<file path="config.mk">
export PLATFORM = sky130hd
export DESIGN_NAME = dacbuf_ctrl
export DESIGN_NICKNAME = d
export VERILOG_FILES = /design/src/rtl/dacbuf_pkg.sv /design/src/rtl/dacbuf_words.sv /design/src/rtl/dacbuf_rdptr.sv /design/src/rtl/dacbuf_flags.sv /design/src/rtl/dacbuf_ctrl.sv
export SDC_FILE = /design/constraint.sdc
export NUM_CORES = 1
export LEC_CHECK = 0
export ABC_CLOCK_PERIOD_IN_PS = 4600
export BUFFER_PORTS_ARGS = -buffer_cell sky130_fd_sc_hd__buf_2
export CORE_AREA = 2 2 160 193
export DETAILED_ROUTE_END_ITERATION = 8
export DIE_AREA = 0 0 162 195
export SYNTH_ARGS = -nofsm -noshare
export SYNTH_HDL_FRONTEND = slang
export SYNTH_SLANG_ARGS = --single-unit
</file>
<file path="constraint.sdc">
create_clock -name clk -period 4.6 [get_ports clk]
set_input_delay 0.92 -clock clk [delete_from_list [all_inputs] [get_ports clk]]
set_output_delay 0.92 -clock clk [all_outputs]
set_load 0.1 [all_outputs]
</file>
<file path="src/rtl/dacbuf_pkg.sv">
package dacbuf_pkg;

  // control register image, LSB first: table enable, DMA enable, request enables
  typedef struct packed {
    logic [2:0] req_en;  // [0] bottom, [1] top, [2] watermark
    logic       dma_en;
    logic       buf_en;
  } ctrl_t;

  localparam int FLAG_BOT = 0;
  localparam int FLAG_TOP = 1;
  localparam int FLAG_WM  = 2;
  localparam int NFLAG    = 3;

  // pointer step: wrap to zero after the last index, else count modulo depth
  function automatic int unsigned wrap_next(input int unsigned p,
                                            input int unsigned last,
                                            input int unsigned depth);
    if (p == last) return 0;
    return (p + 1) % depth;
  endfunction

  // conditions that turned true since the previous cycle
  function automatic logic [NFLAG-1:0] rise(input logic [NFLAG-1:0] now_c,
                                            input logic [NFLAG-1:0] prev_c);
    return now_c & ~prev_c;
  endfunction

  // merge of set and clear requests; a set always survives
  function automatic logic [NFLAG-1:0] flag_next(input logic [NFLAG-1:0] cur,
                                                 input logic [NFLAG-1:0] clr,
                                                 input logic [NFLAG-1:0] set);
    return (cur & ~clr) | set;
  endfunction

endpackage

</file>
<file path="src/rtl/dacbuf_words.sv">
module dacbuf_words #(
  parameter int DEPTH = 16,
  parameter int DW    = 12,
  parameter int AW    = 8
) (
  input  logic                       clk,
  input  logic                       rst_n,
  input  logic                       we,
  input  logic [AW-1:0]              addr,
  input  logic [7:0]                 wdata,
  input  logic                       buf_en,
  input  logic [$clog2(DEPTH)-1:0]   rd_ptr,
  output logic [DW-1:0]              dac_code,
  output logic                       hit,
  output logic [7:0]                 rd_byte
);
  localparam int PW = $clog2(DEPTH);
  localparam int HW = DW - 8;

  logic [DW-1:0] word_q [DEPTH];
  logic [PW-1:0] idx;

  for (genvar g = 0; g < DEPTH; g++) begin : g_word
    logic wr_lo, wr_hi;
    assign wr_lo = we && (addr == AW'(2 * g));
    assign wr_hi = we && (addr == AW'(2 * g + 1));
    always_ff @(posedge clk or negedge rst_n) begin
      if (!rst_n) begin
        word_q[g] <= '0;
      end else begin
        if (wr_lo) word_q[g][7:0]    <= wdata;
        if (wr_hi) word_q[g][DW-1:8] <= wdata[HW-1:0];
      end
    end
  end

  assign idx = addr[PW:1];
  assign hit = (addr < AW'(2 * DEPTH));

  always_comb begin
    if (!hit)         rd_byte = '0;
    else if (addr[0]) rd_byte = {{(8 - HW){1'b0}}, word_q[idx][DW-1:8]};
    else              rd_byte = word_q[idx][7:0];
  end

  assign dac_code = buf_en ? word_q[rd_ptr] : word_q[0];

endmodule

</file>
<file path="src/rtl/dacbuf_rdptr.sv">
module dacbuf_rdptr import dacbuf_pkg::*; #(
  parameter int DEPTH = 16
) (
  input  logic                       clk,
  input  logic                       rst_n,
  input  logic                       trig,
  input  logic                       buf_en,
  input  logic [$clog2(DEPTH)-1:0]   last_idx,
  input  logic [$clog2(DEPTH)-1:0]   wm_idx,
  output logic [$clog2(DEPTH)-1:0]   ptr,
  output logic                       adv,
  output logic [NFLAG-1:0]           cond,
  output logic [NFLAG-1:0]           set_evt
);
  localparam int PW = $clog2(DEPTH);

  logic [PW-1:0]    ptr_nxt;
  logic [NFLAG-1:0] cond_q;

  assign adv     = trig && buf_en;
  assign ptr_nxt = PW'(wrap_next(int'(ptr), int'(last_idx), DEPTH));

  always_ff @(posedge clk or negedge rst_n) begin
    if (!rst_n)   ptr <= '0;
    else if (adv) ptr <= ptr_nxt;
  end

  always_comb begin
    cond = '0;
    if (buf_en) begin
      cond[FLAG_BOT] = (ptr == last_idx);
      cond[FLAG_TOP] = (ptr == '0);
      cond[FLAG_WM]  = (ptr == wm_idx);
    end
  end

  always_ff @(posedge clk or negedge rst_n) begin
    if (!rst_n) cond_q <= '0;
    else        cond_q <= cond;
  end

  assign set_evt = rise(cond, cond_q);

endmodule

</file>
<file path="src/rtl/dacbuf_flags.sv">
module dacbuf_flags import dacbuf_pkg::*; (
  input  logic             clk,
  input  logic             rst_n,
  input  logic [NFLAG-1:0] set_evt,
  input  logic             sw_we,
  input  logic [NFLAG-1:0] sw_keep,
  input  logic             dma_clr,
  output logic [NFLAG-1:0] flags
);
  logic [NFLAG-1:0] clr;

  always_comb begin
    clr = '0;
    if (sw_we)   clr = clr | ~sw_keep;
    if (dma_clr) clr = '1;
  end

  always_ff @(posedge clk or negedge rst_n) begin
    if (!rst_n) flags <= NFLAG'(1 << FLAG_TOP);
    else        flags <= flag_next(flags, clr, set_evt);
  end

endmodule

</file>
<file path="src/rtl/dacbuf_ctrl.sv">
module dacbuf_ctrl import dacbuf_pkg::*; #(
  parameter int DEPTH = 16,
  parameter int DW    = 12,
  parameter int AW    = 8
) (
  input  logic          clk,
  input  logic          rst_n,
  input  logic          bus_we,
  input  logic [AW-1:0] bus_addr,
  input  logic [7:0]    bus_wdata,
  output logic [7:0]    bus_rdata,
  input  logic          trig,
  input  logic          dma_done,
  output logic [DW-1:0] dac_code,
  output logic          dma_req
);
  localparam int PW     = $clog2(DEPTH);
  localparam int A_STAT = 2 * DEPTH;
  localparam int A_CTRL = A_STAT + 1;
  localparam int A_LIM  = A_STAT + 2;
  localparam int A_WM   = A_STAT + 3;
  localparam int A_PTR  = A_STAT + 4;
  localparam int CW     = $bits(ctrl_t);

  ctrl_t            ctrl_q;
  logic [PW-1:0]    lim_q, wm_q, ptr;
  logic [NFLAG-1:0] cond, set_evt, flags;
  logic             adv, stat_we, dma_clr, word_hit;
  logic [7:0]       word_rd;

  // control, limit and watermark registers
  always_ff @(posedge clk or negedge rst_n) begin
    if (!rst_n) begin
      ctrl_q <= '0;
      lim_q  <= PW'(DEPTH - 1);
      wm_q   <= '0;
    end else if (bus_we) begin
      if (bus_addr == AW'(A_CTRL)) ctrl_q <= ctrl_t'(bus_wdata[CW-1:0]);
      if (bus_addr == AW'(A_LIM))  lim_q  <= bus_wdata[PW-1:0];
      if (bus_addr == AW'(A_WM))   wm_q   <= bus_wdata[PW-1:0];
    end
  end

  dacbuf_words #(.DEPTH(DEPTH), .DW(DW), .AW(AW)) u_words (
    .clk      (clk),
    .rst_n    (rst_n),
    .we       (bus_we),
    .addr     (bus_addr),
    .wdata    (bus_wdata),
    .buf_en   (ctrl_q.buf_en),
    .rd_ptr   (ptr),
    .dac_code (dac_code),
    .hit      (word_hit),
    .rd_byte  (word_rd)
  );

  dacbuf_rdptr #(.DEPTH(DEPTH)) u_ptr (
    .clk      (clk),
    .rst_n    (rst_n),
    .trig     (trig),
    .buf_en   (ctrl_q.buf_en),
    .last_idx (lim_q),
    .wm_idx   (wm_q),
    .ptr      (ptr),
    .adv      (adv),
    .cond     (cond),
    .set_evt  (set_evt)
  );

  assign stat_we = bus_we && (bus_addr == AW'(A_STAT));
  assign dma_clr = dma_done && ctrl_q.dma_en;

  dacbuf_flags u_flags (
    .clk     (clk),
    .rst_n   (rst_n),
    .set_evt (set_evt),
    .sw_we   (stat_we),
    .sw_keep (bus_wdata[NFLAG-1:0]),
    .dma_clr (dma_clr),
    .flags   (flags)
  );

  assign dma_req = ctrl_q.dma_en && |(flags & ctrl_q.req_en);

  always_comb begin
    if (word_hit)                     bus_rdata = word_rd;
    else if (bus_addr == AW'(A_STAT)) bus_rdata = {{(8 - NFLAG){1'b0}}, flags};
    else if (bus_addr == AW'(A_CTRL)) bus_rdata = {{(8 - CW){1'b0}}, ctrl_q};
    else if (bus_addr == AW'(A_LIM))  bus_rdata = {{(8 - PW){1'b0}}, lim_q};
    else if (bus_addr == AW'(A_WM))   bus_rdata = {{(8 - PW){1'b0}}, wm_q};
    else if (bus_addr == AW'(A_PTR))  bus_rdata = {{(8 - PW){1'b0}}, ptr};
    else                              bus_rdata = '0;
  end

endmodule

</file>
* Word-level counts from Yosys, hierarchy flattened
Index checks and enable logic that the tools add are counted.
** Word-level totals
- Output and inout bits :: 21
- Register bits :: 215
- Logic and storage cells :: 152
- Input bits :: 21
** Operators by class
- $lt $le $gt $ge :: 3
- Bitwise gates (word level) :: 9
- Equality and inequality tests :: 38
- Multiplexer cells :: 19
- $add $sub $neg :: 1
- Reductions and logical operators :: 42
** Operators by type and width (number)
- 8-bit by 5-bit == test with 1-bit output, second input constant :: 16
- 12-bit binary-select mux with 4-bit select :: 2
- 8-bit by 4-bit == test with 1-bit output, second input constant :: 8
- 12-bit two-way mux :: 5
- 8-bit by 6-bit == test with 1-bit output, second input constant :: 5
- 1-bit logical AND :: 36
- 8-bit by 3-bit == test with 1-bit output, second input constant :: 4
- 8-bit by 2-bit == test with 1-bit output, second input constant :: 2
- 4-bit two-way mux :: 4
- 8-bit two-way mux :: 2
- 5-bit >= comparator, second input constant :: 2
- 5-bit two-way mux :: 2
- 4-bit inverter with 5-bit output :: 2
- 3-bit bitwise AND :: 3
- 3-bit two-way mux :: 3
- 3-bit inverter :: 3
- 4-bit == test :: 2
- 8-bit by 1-bit == test with 1-bit output, second input constant :: 1
- 8-bit logical NOT :: 1
- 8-bit by 6-bit < comparator with 1-bit output, second input constant :: 1
- 2-bit AND reduction :: 3
- 4-bit by 1-bit adder with 4-bit output, second input constant :: 1
- 4-bit logical NOT :: 1
- 3-bit OR :: 1
- 2 further kinds :: 2

* Longest topological paths before layout
Gate-level depths: netlist of run 1.
- Depth in word-level cells :: 7
- Gate-level depth with buffers :: 8
- Gate-level depth less buffers :: 5

* By module
From an unflattened synthesis of run 1, not the netlist that was laid out.
** Second synthesis, totals
- Cells, all modules :: 877
- Area, all modules :: 12082.8 µm²
** Modules (own cells, without submodules)
- dacbuf_words :: times used 1, cells an instance 740, seq. area each 4804.6 µm², area an instance 10613.9 µm²
- dacbuf_ctrl :: times used 1, cells an instance 83, seq. area each 330.3 µm², area an instance 897.1 µm²
- dacbuf_rdptr :: times used 1, cells an instance 44, seq. area each 175.2 µm², area an instance 446.7 µm²
- dacbuf_flags :: times used 1, cells an instance 10, seq. area each 76.3 µm², area an instance 125.1 µm²

* Worst setup path after synthesis of run 1
No wires, ideal clock.
- Kind :: input -> output
- From :: input port bus_addr[4]
- To :: output port bus_rdata[1]
- Data arrival time :: 3.767 ns
- Setup slack :: -0.087 ns
- Buffers on the path :: 1
- Stages :: 6
- Data required time :: 3.680 ns
- Cell sequence :: or4b_1 > nor2_1 > buf_4 > o211ai_1 > a22o_1 > a32oi_1
** On the way
- Word-level cells in the longest chain between the ends :: 7
- Elaborated cells between the ends (all ways) :: 17
- Classes of those cells :: 1 x order compare; 5 x eq/ne; 10 x mux; 1 x bitwise
** RTL lines
- start, declared :: line dacbuf_ctrl.sv:9 : input logic [AW-1:0] bus_addr,
- 8-bit by 6-bit == test with 1-bit output :: line dacbuf_ctrl.sv:91 : else if (bus_addr == AW'(A_PTR)) bus_rdata = {{(8 - PW){1'b0}}, ptr};
- 4-bit two-way mux :: line dacbuf_ctrl.sv:91
- 4-bit two-way mux :: line dacbuf_ctrl.sv:90 : else if (bus_addr == AW'(A_WM)) bus_rdata = {{(8 - PW){1'b0}}, wm_q};
- 4-bit two-way mux :: line dacbuf_ctrl.sv:89 : else if (bus_addr == AW'(A_LIM)) bus_rdata = {{(8 - PW){1'b0}}, lim_q};
- 5-bit two-way mux :: line dacbuf_ctrl.sv:88 : else if (bus_addr == AW'(A_CTRL)) bus_rdata = {{(8 - CW){1'b0}}, ctrl_q};
- 5-bit two-way mux :: line dacbuf_ctrl.sv:87 : else if (bus_addr == AW'(A_STAT)) bus_rdata = {{(8 - NFLAG){1'b0}}, flags};
- 8-bit two-way mux (*) :: line dacbuf_ctrl.sv:86 : if (word_hit) bus_rdata = word_rd;
- end, declared :: line dacbuf_ctrl.sv:11 : output logic [7:0] bus_rdata,
Mark *: on every way between the ends. The rest lies on a longest branch, timed or not. The select of a mux whose other input is x is not followed.

* Worst setup path after layout of run 1
- From :: register u_ptr.ptr[0]
- To :: output port dac_code[4]
** On the way
- Word-level cells in the longest chain between the ends :: 5
** RTL lines
- start, declared :: line dacbuf_rdptr.sv:10 : output logic [$clog2(DEPTH)-1:0] ptr,
- start signal, assigned :: line dacbuf_rdptr.sv:25 : else if (adv) ptr <= ptr_nxt;
- 4-bit inverter with 5-bit output (implied by the code) :: line dacbuf_words.sv:46 : assign dac_code = buf_en ? word_q[rd_ptr] : word_q[0];
- 12-bit binary-select mux with 4-bit select :: line dacbuf_words.sv:46
- 12-bit two-way mux (implied by the code) (2 in series) :: line dacbuf_words.sv:46
- 12-bit two-way mux :: line dacbuf_words.sv:46
- end, declared :: line dacbuf_ctrl.sv:14 : output logic [DW-1:0] dac_code,
No other way between the ends. The select of a mux whose other input is x is not followed.

==> impl_metrics.py, run 1 <==
metrics = {
    "run_status": {
        "outcome": "finished, final reports clean",
    },
    "routing": {
        "drt_pass1_iterations": 4,
        "drtIter0Drc": 582,
        "ant_nets": 0,
        "viasPerCell": 6.056,
        "vias": 7564,
        "post-route-drc-count": 0,
        "drt_wl_total_um": 31290,
        "wl_per_cell_um": 25.05,
    },
    "layout": {
        "drive_gt1_frac": 0.5210,
        "layout.cells.non_filler": 1249,
        "syn2layout_area_growth_pct": 13.84,
        "fin_nets": 864,
        "design_area_um2": 13330,
    },
    "clock_tree": {
        "cts.clk_slew.worst_paths_ps": 60,
        "cts_tree": "built",
        "cts_setup_buffers": 0,
        "clk_latency_ps": 520,
        "cts.sink_count": 215,
        "clockRootBuffer": "clkbuf_16",
        "post_cts_resized": 0,
        "numCtsBuffers": 24,
        "clockBufferDepth": 3,
        "postCtsHoldBufs": 0,
        "htreeDepth": 1,
    },
    "worst_setup_path": {
        "crit_top_cell": "mux4_2",
        "crit_chain": "buf_4 > mux4_2 > mux4_2 > mux2_2 > buf_2",
        "max_stage_delay_ps": 750,
        "cp_slowest_cell": "dfrtp_4",
        "crit_type": "reg -> out",
        "cp-end-kind": "output port",
        "r2r-start": "u_ptr.ptr[0]",
        "cp_data_arrival_time_ps": 3280,
        "reg2reg_depth": 5,
        "crit_fanout": 24,
        "cp-startpoint": "u_ptr.ptr[0]",
        "critPathRequiredTime_ps": 3680,
        "critical_path.startpoint_type": "flip-flop",
    },
    "placed_design": {
        "dp.final_hpwl_um": 21210,
        "placedCellCount": 1205,
        "dpl_cell_area_um2": 12430,
        "io_buffers": 41,
        "gp_congestion": 0.8500,
    },
    "die": {
        "die_area_um2": 31590,
        "io_pins": 42,
        "die_h_um": 195,
        "core_area_um2": 29530,
        "placementRows": 69,
        "start_util": 0.3966,
        "chipWidth_um": 162,
    },
    "global_route": {
        "grt.total_usage": 0.2037,
        "grt_overflow_total": 0,
        "antenna_found_initial": 2,
        "grt_pass1_vias": 7799,
        "grt_pass1_wl_um": 49360,
        "grt_max_degree": 81,
    },
    "sta": {
        "rsz0062_at_grt": "false",
        "tightest_slew_ps": 780.9,
        "max-slew-margin-rel": 0.4746,
        "fin_setup_tns_ps": 0,
        "finalSetupViolations": 0,
        "period_minus_slack_ps": 4198,
        "finClkSkew_ps": 7.862,
        "report.final.hold_viol_count": 0,
        "clock.fmax_mhz": 238.2,
        "slew_violations": 0,
        "min_period_over_period": 0.9126,
    },
    "power": {
        "ir_worst_vdd_mv": 0.5544,
        "p_leak_nw": 6.019,
        "p_per_area_nw_per_um2": 394.4,
        "power.total_mw": 5.256,
    },
    "synthesis": {
        "synth.most_common_cell": "mux2_2",
        "async_reset_ff_frac": 1.000,
        "synth_flop_cell": "dfrtp_1",
        "synth_top_area_cell": "dfrtp_1",
        "ys_ff_latch": 215,
        "synth_area_um2": 11710,
        "seq_area_frac_synth": 0.4600,
        "syn_nets": 838,
        "synth-edff-count": 0,
        "synth.yosys.warnings": 0,
        "synth_top_cell_area_share": 0.4488,
        "yosys-top-cells-area": "dfrtp_1, mux2_2, mux4_2",
        "yosysUniqueCellTypes": 50,
        "synth_cells": 815,
        "netlist_top_cells_count": "mux2_2, dfrtp_1, mux4_2",
        "avgSynthCellArea_um2": 14.37,
    },
    "hold_path": {
        "hold_class": "in -> async",
    },
    "flow_run": {
        "drv_cap": 0,
    },
}
[cell families after synthesis]
| family | after synthesis | synth area share |
|---|---|---|
| multiplexers | 339 | 0.4135 |
| XOR/XNOR | 8 | 0.005984 |
| AO/OA/AOI/OAI | 71 | 0.04520 |
| flip-flops | 215 | 0.4600 |
| adder cells (fa/ha/maj) | 2 | 0.002137 |
| AND/OR/NAND/NOR | 111 | 0.04713 |
| buffers and inverters | 69 | 0.02597 |
[state kept, by name (all words and copies together) (netlist names)]
name	cells
ctrl_q	5
lim_q	4
u_flags.flags	3
u_ptr.cond_q	3
u_ptr.ptr	4
u_words.word_q	192
wm_q	4
[final cells by class]
cell class,instances,area (um^2)
Antenna cell,1,2.502
Multi-Input combinational cell,531,6041
Clock inverter,9,170.2
Tap cell,390,488.0
Inverter,5,18.77
Fill cell,2679,16200
Timing Repair Buffer,64,488.0
Clock buffer,34,729.5
Sequential cell,215,5391
[worst max-delay path, delay by kind of cell, from the launching register on]
| family | cells | cell delay (ps) |
|---|---|---|
| muxes | 3 | 1320 |
| DFF | 1 | 750 |
| buffers and inverters | 2 | 660 |
[path summary, 6_finish.rpt]
| path | slack (ps) | endpoint |
|---|---|---|
| setup / recovery | 400 | dac_code[4] |
| hold / removal | 360 | u_words.word_q[65] |
| setup reg to reg | 2260 | u_ptr.ptr[0] |
| hold reg to reg | 410 | u_flags.flags[1] |
| max in group asynchronous | 3330 | u_words.word_q[169] |
| min in group clk | 410 | u_flags.flags[1] |
[stage by stage]
stage,setup slack [ps],utilization,hold slack (ps)
after global placement,517.3,0.4209,386.9
final,402.0,0.4514,363.6
after global routing,248.0,0.4514,401.6
after CTS,362.8,0.4514,399.6
after detailed placement,506.2,0.4209,392.1
after floorplan,200.3,-,372.1
[layout by cell type, fill, tap and decap left out, types with 8 or more instances in the layout]
master	synthesis	routed
a22oi_1	8	8
nand3_1	9	9
o221ai_1	11	11
nor2_1	19	19
mux4_2	93	93
dfrtp_1	210	208
nand2_1	43	43
nor3_1	10	10
clkbuf_16	0	25
buf_4	9	21
buf_2	9	35
mux2i_1	18	18
a21oi_1	9	9
mux2_2	226	226
[power by group]
part	switching, mW	total [mW]	leakage [nW]	internal, mW
registers	0.151	2.15	2.93	2.00
clock network	0.787	2.16	0.447	1.38
logic	0.494	0.939	2.64	0.444
[layer usage]
metal | vias to the layer above | global-route usage | wire length, um | part of all wire
met3 | 47 | 0.03186 | 1667 | 0.053
met5 | - | 0 | 13 | 0.00042
li1 | 3212 | - | - | -
met2 | 224 | 0.3228 | 15210 | 0.49
met4 | 2 | 0.05277 | 660 | 0.021
met1 | 4079 | 0.2940 | 13740 | 0.44
Power figures use the tool's default switching activity.
==> inputs of run 2 (changes only) <==
--- a/config.mk
+++ b/config.mk
@@ -5,11 +5,12 @@
 export SDC_FILE = /design/constraint.sdc
 export NUM_CORES = 1
 export LEC_CHECK = 0
+export ABC_AREA = 1
 export ABC_CLOCK_PERIOD_IN_PS = 4600
 export BUFFER_PORTS_ARGS = -buffer_cell sky130_fd_sc_hd__buf_2
-export CORE_AREA = 2 2 160 193
+export CORE_AREA = 2 2 162 196
 export DETAILED_ROUTE_END_ITERATION = 8
-export DIE_AREA = 0 0 162 195
+export DIE_AREA = 0 0 164 198
 export SYNTH_ARGS = -nofsm -noshare
 export SYNTH_HDL_FRONTEND = slang
 export SYNTH_SLANG_ARGS = --single-unit
==> run 2 against run 1 <==
Critical path depth up 2. Fmax is 1.4% lower. Power increased by 7.1%. Hold slack improved by 41 ps. Sequential share of layout area decreased by 0.28 points. Die area rose by 2.8%. Clock skew fell by 2.8 ps. Global-route usage grew 4.9 points. Clock power decreased by 13%. Synthesized area is 2.8% higher. Final area increased by 0.64%. Routed wire length is 29% higher. Critical path type unchanged. Largest cell class unchanged. Largest power group is now sequential cells. Highest routed layer is now met4.
==> impl_metrics.py, run 2 <==
metrics = {
    "run_status": {
        "outcome": "finished, final reports clean",
    },
    "power": {
        "switching_share": 0.3647,
        "p_int_mw": 3.576,
        "p_sw_mw": 2.053,
        "p_per_area_nw_per_um2": 419.6,
        "pwr-share-seq": 0.381,
        "ir_worst_vdd_mv": 0.2872,
        "clkPwrFrac": 0.335,
        "p_leak_nw": 5.894,
        "p_comb_frac": 0.284,
    },
    "clock_tree": {
        "clockRootBuffer": "clkbuf_16",
        "postCtsHoldBufs": 0,
        "clockBufferDepth": 3,
        "numCtsBuffers": 25,
        "post_cts_resized": 0,
        "htreeDepth": 1,
        "clk_latency_ps": 530,
        "cts.clk_slew.worst_paths_ps": 60,
        "cts_tree": "built",
        "cts_setup_buffers": 0,
        "cts.sink_count": 215,
    },
    "synthesis": {
        "syn_nets": 1705,
        "synth-edff-count": 0,
        "seq_area_frac_synth": 0.4475,
        "ys_ff_latch": 215,
        "yosys-top-cells-area": "dfrtp_1, nand2_1, o21ai_0",
        "synth.most_common_cell": "nand2_1",
        "synth_cells": 1682,
        "synth.yosys.warnings": 0,
        "avgSynthCellArea_um2": 7.156,
        "synth_top_cell_area_share": 0.4366,
        "synth_top_area_cell": "dfrtp_1",
        "synth_area_um2": 12040,
        "yosysUniqueCellTypes": 32,
        "netlist_top_cells_count": "nand2_1, o21ai_0, dfrtp_1",
        "async_reset_ff_frac": 1.000,
        "synth_flop_cell": "dfrtp_1",
    },
    "die": {
        "die_area_um2": 32470,
        "io_pins": 42,
        "die_h_um": 198,
        "placementRows": 71,
        "core_area_um2": 30830,
        "chipWidth_um": 164,
        "start_util": 0.3905,
    },
    "worst_setup_path": {
        "critPathRequiredTime_ps": 3680,
        "cp-end-kind": "output port",
        "cp_slowest_cell": "inv_2",
        "r2r_slack_ps": 2330,
        "timing.rr.end": "u_flags.flags[1]",
        "reg2reg_depth": 5,
        "critical_path.startpoint_type": "flip-flop",
        "r2r-start": "u_ptr.ptr[0]",
        "cp_data_arrival_time_ps": 3340,
        "crit_fanout": 48,
        "crit_chain": "inv_2 > buf_4 > o21ai_0 > o211ai_1 > nand3_1 > a21oi_1 > buf_2",
        "max_stage_delay_ps": 680,
        "crit_type": "reg -> out",
    },
    "sta": {
        "fin_setup_tns_ps": 0,
        "finalSetupViolations": 0,
        "report.final.hold_viol_count": 0,
        "min_period_over_period": 0.9260,
        "clock.fmax_mhz": 234.8,
        "tightest_slew_ps": 1135,
        "rsz0062_at_grt": "false",
        "slew_violations": 0,
        "holdWs_ps": 404.8,
        "max-slew-margin-rel": 0.2424,
        "finClkSkew_ps": 5.097,
        "period_minus_slack_ps": 4260,
        "setup_slack_ps": 340.5,
    },
    "routing": {
        "drt_pass1_iterations": 6,
        "wl_per_cell_um": 19.31,
        "drtIter0Drc": 1185,
        "vias": 11570,
        "post-route-drc-count": 0,
        "viasPerCell": 5.535,
        "drt_wl_total_um": 40370,
        "ant_nets": 0,
    },
    "placed_design": {
        "place_ws_ps": 691.1,
        "gp_congestion": 0.9136,
        "io_buffers": 41,
        "dp.final_hpwl_um": 27000,
    },
    "hold_path": {
        "holdPathStages": 1,
        "min_to": "u_flags.flags[1]",
        "hold_class": "reg -> reg",
        "hold_start": "u_ptr.cond_q[1]",
    },
    "layout": {
        "layout_commonest_cell": "nand2_1",
        "drive_gt1_frac": 0.07934,
        "fin_util": 0.4352,
        "largest_registers": "u_words.word_q: 192 flops, ctrl_q: 5 flops",
        "syn2layout_area_growth_pct": 11.44,
        "top_register": "u_words.word_q",
        "fin_nets": 1695,
        "largest_reg_flops": 192,
        "final_cell_mix": "nand2_1, o21ai_0, dfrtp_1",
    },
    "global_route": {
        "grt_pass1_vias": 11040,
        "grt_pass1_wl_um": 63340,
        "grt_max_degree": 116,
        "grt.total_usage": 0.2526,
        "antenna_found_initial": 1,
        "grt_overflow_total": 0,
    },
    "flow_run": {
        "drv_cap": 0,
    },
}
[run 2: layer usage]
metal,global-route usage,part of all wire
met5,0,0
met4,0.1056,0.043
met3,0.03393,0.069
met2,0.4206,0.47
met1,0.3299,0.41
[run 2: final cells by class]
| cell class | count | area [um^2] |
|---|---|---|
| inverters | 128 | 480.5 |
| clock buffers | 41 | 715.7 |
| repair buffers | 71 | 603.1 |
| diodes | 1 | 2.502 |
| fillers | 3222 | 17410 |
| multi-input cells | 1231 | 5682 |
| flip-flops and latches | 215 | 5389 |
| well taps | 401 | 501.7 |
| clock inverters | 3 | 40.04 |
[run 2: kinds of logic after synthesis]
group / after synthesis / synth area share
adder cells (fa/ha/maj): 2 / 0.002079
buffers and inverters: 236 / 0.08046
AO/OA/AOI/OAI: 496 / 0.2192
AND/OR/NAND/NOR: 726 / 0.2456
flip-flops: 215 / 0.4475
XOR/XNOR: 7 / 0.005094
[run 2: critical path: cells and delay by family (launching register included)]
| family | cells | cell delay, ps |
|---|---|---|
| and+or+nand+nor | 1 | 120 |
| DFF | 1 | 570 |
| buffers and inverters | 3 | 1530 |
| AOI/OAI and AO/OA | 3 | 580 |
[run 2: worst max path at each step]
stage | start | endpoint | slack, ps | cells after the start
detailed placement | bus_addr[3] | bus_rdata[5] | 690 | 8
floorplan | bus_addr[2] | bus_rdata[5] | 600 | 7
global route | u_ptr.ptr[0] | dac_code[3] | 190 | 7
CTS | u_ptr.ptr[0] | dac_code[3] | 390 | 7
finish | u_ptr.ptr[0] | dac_code[3] | 340 | 7
global placement | bus_addr[3] | bus_rdata[4] | 690 | 11
[run 2: stage by stage]
step | instance area (um^2) | instances | power (mW)
5_1_grt | 13410 | 2091 | 5.908
3_5_place_dp | 12660 | 2046 | 3.750
3_3_place_gp | 12660 | 2046 | 3.729
6_report | 13410 | 2091 | 5.629
2_1_floorplan | 12040 | 1682 | 3.202
4_1_cts | 13410 | 2090 | 5.644
[run 2: power by group through the flow]
| stage | registers [mW] | logic (mW) | clock network (mW) |
|---|---|---|---|
| after floorplan | 2.09 | 1.11 | 0 |
| after global placement | 2.17 | 1.56 | 0 |
| after detailed placement | 2.17 | 1.58 | 0 |
| after CTS | 2.14 | 1.58 | 1.92 |
| after global routing | 2.16 | 1.75 | 2.00 |
| final | 2.14 | 1.60 | 1.89 |
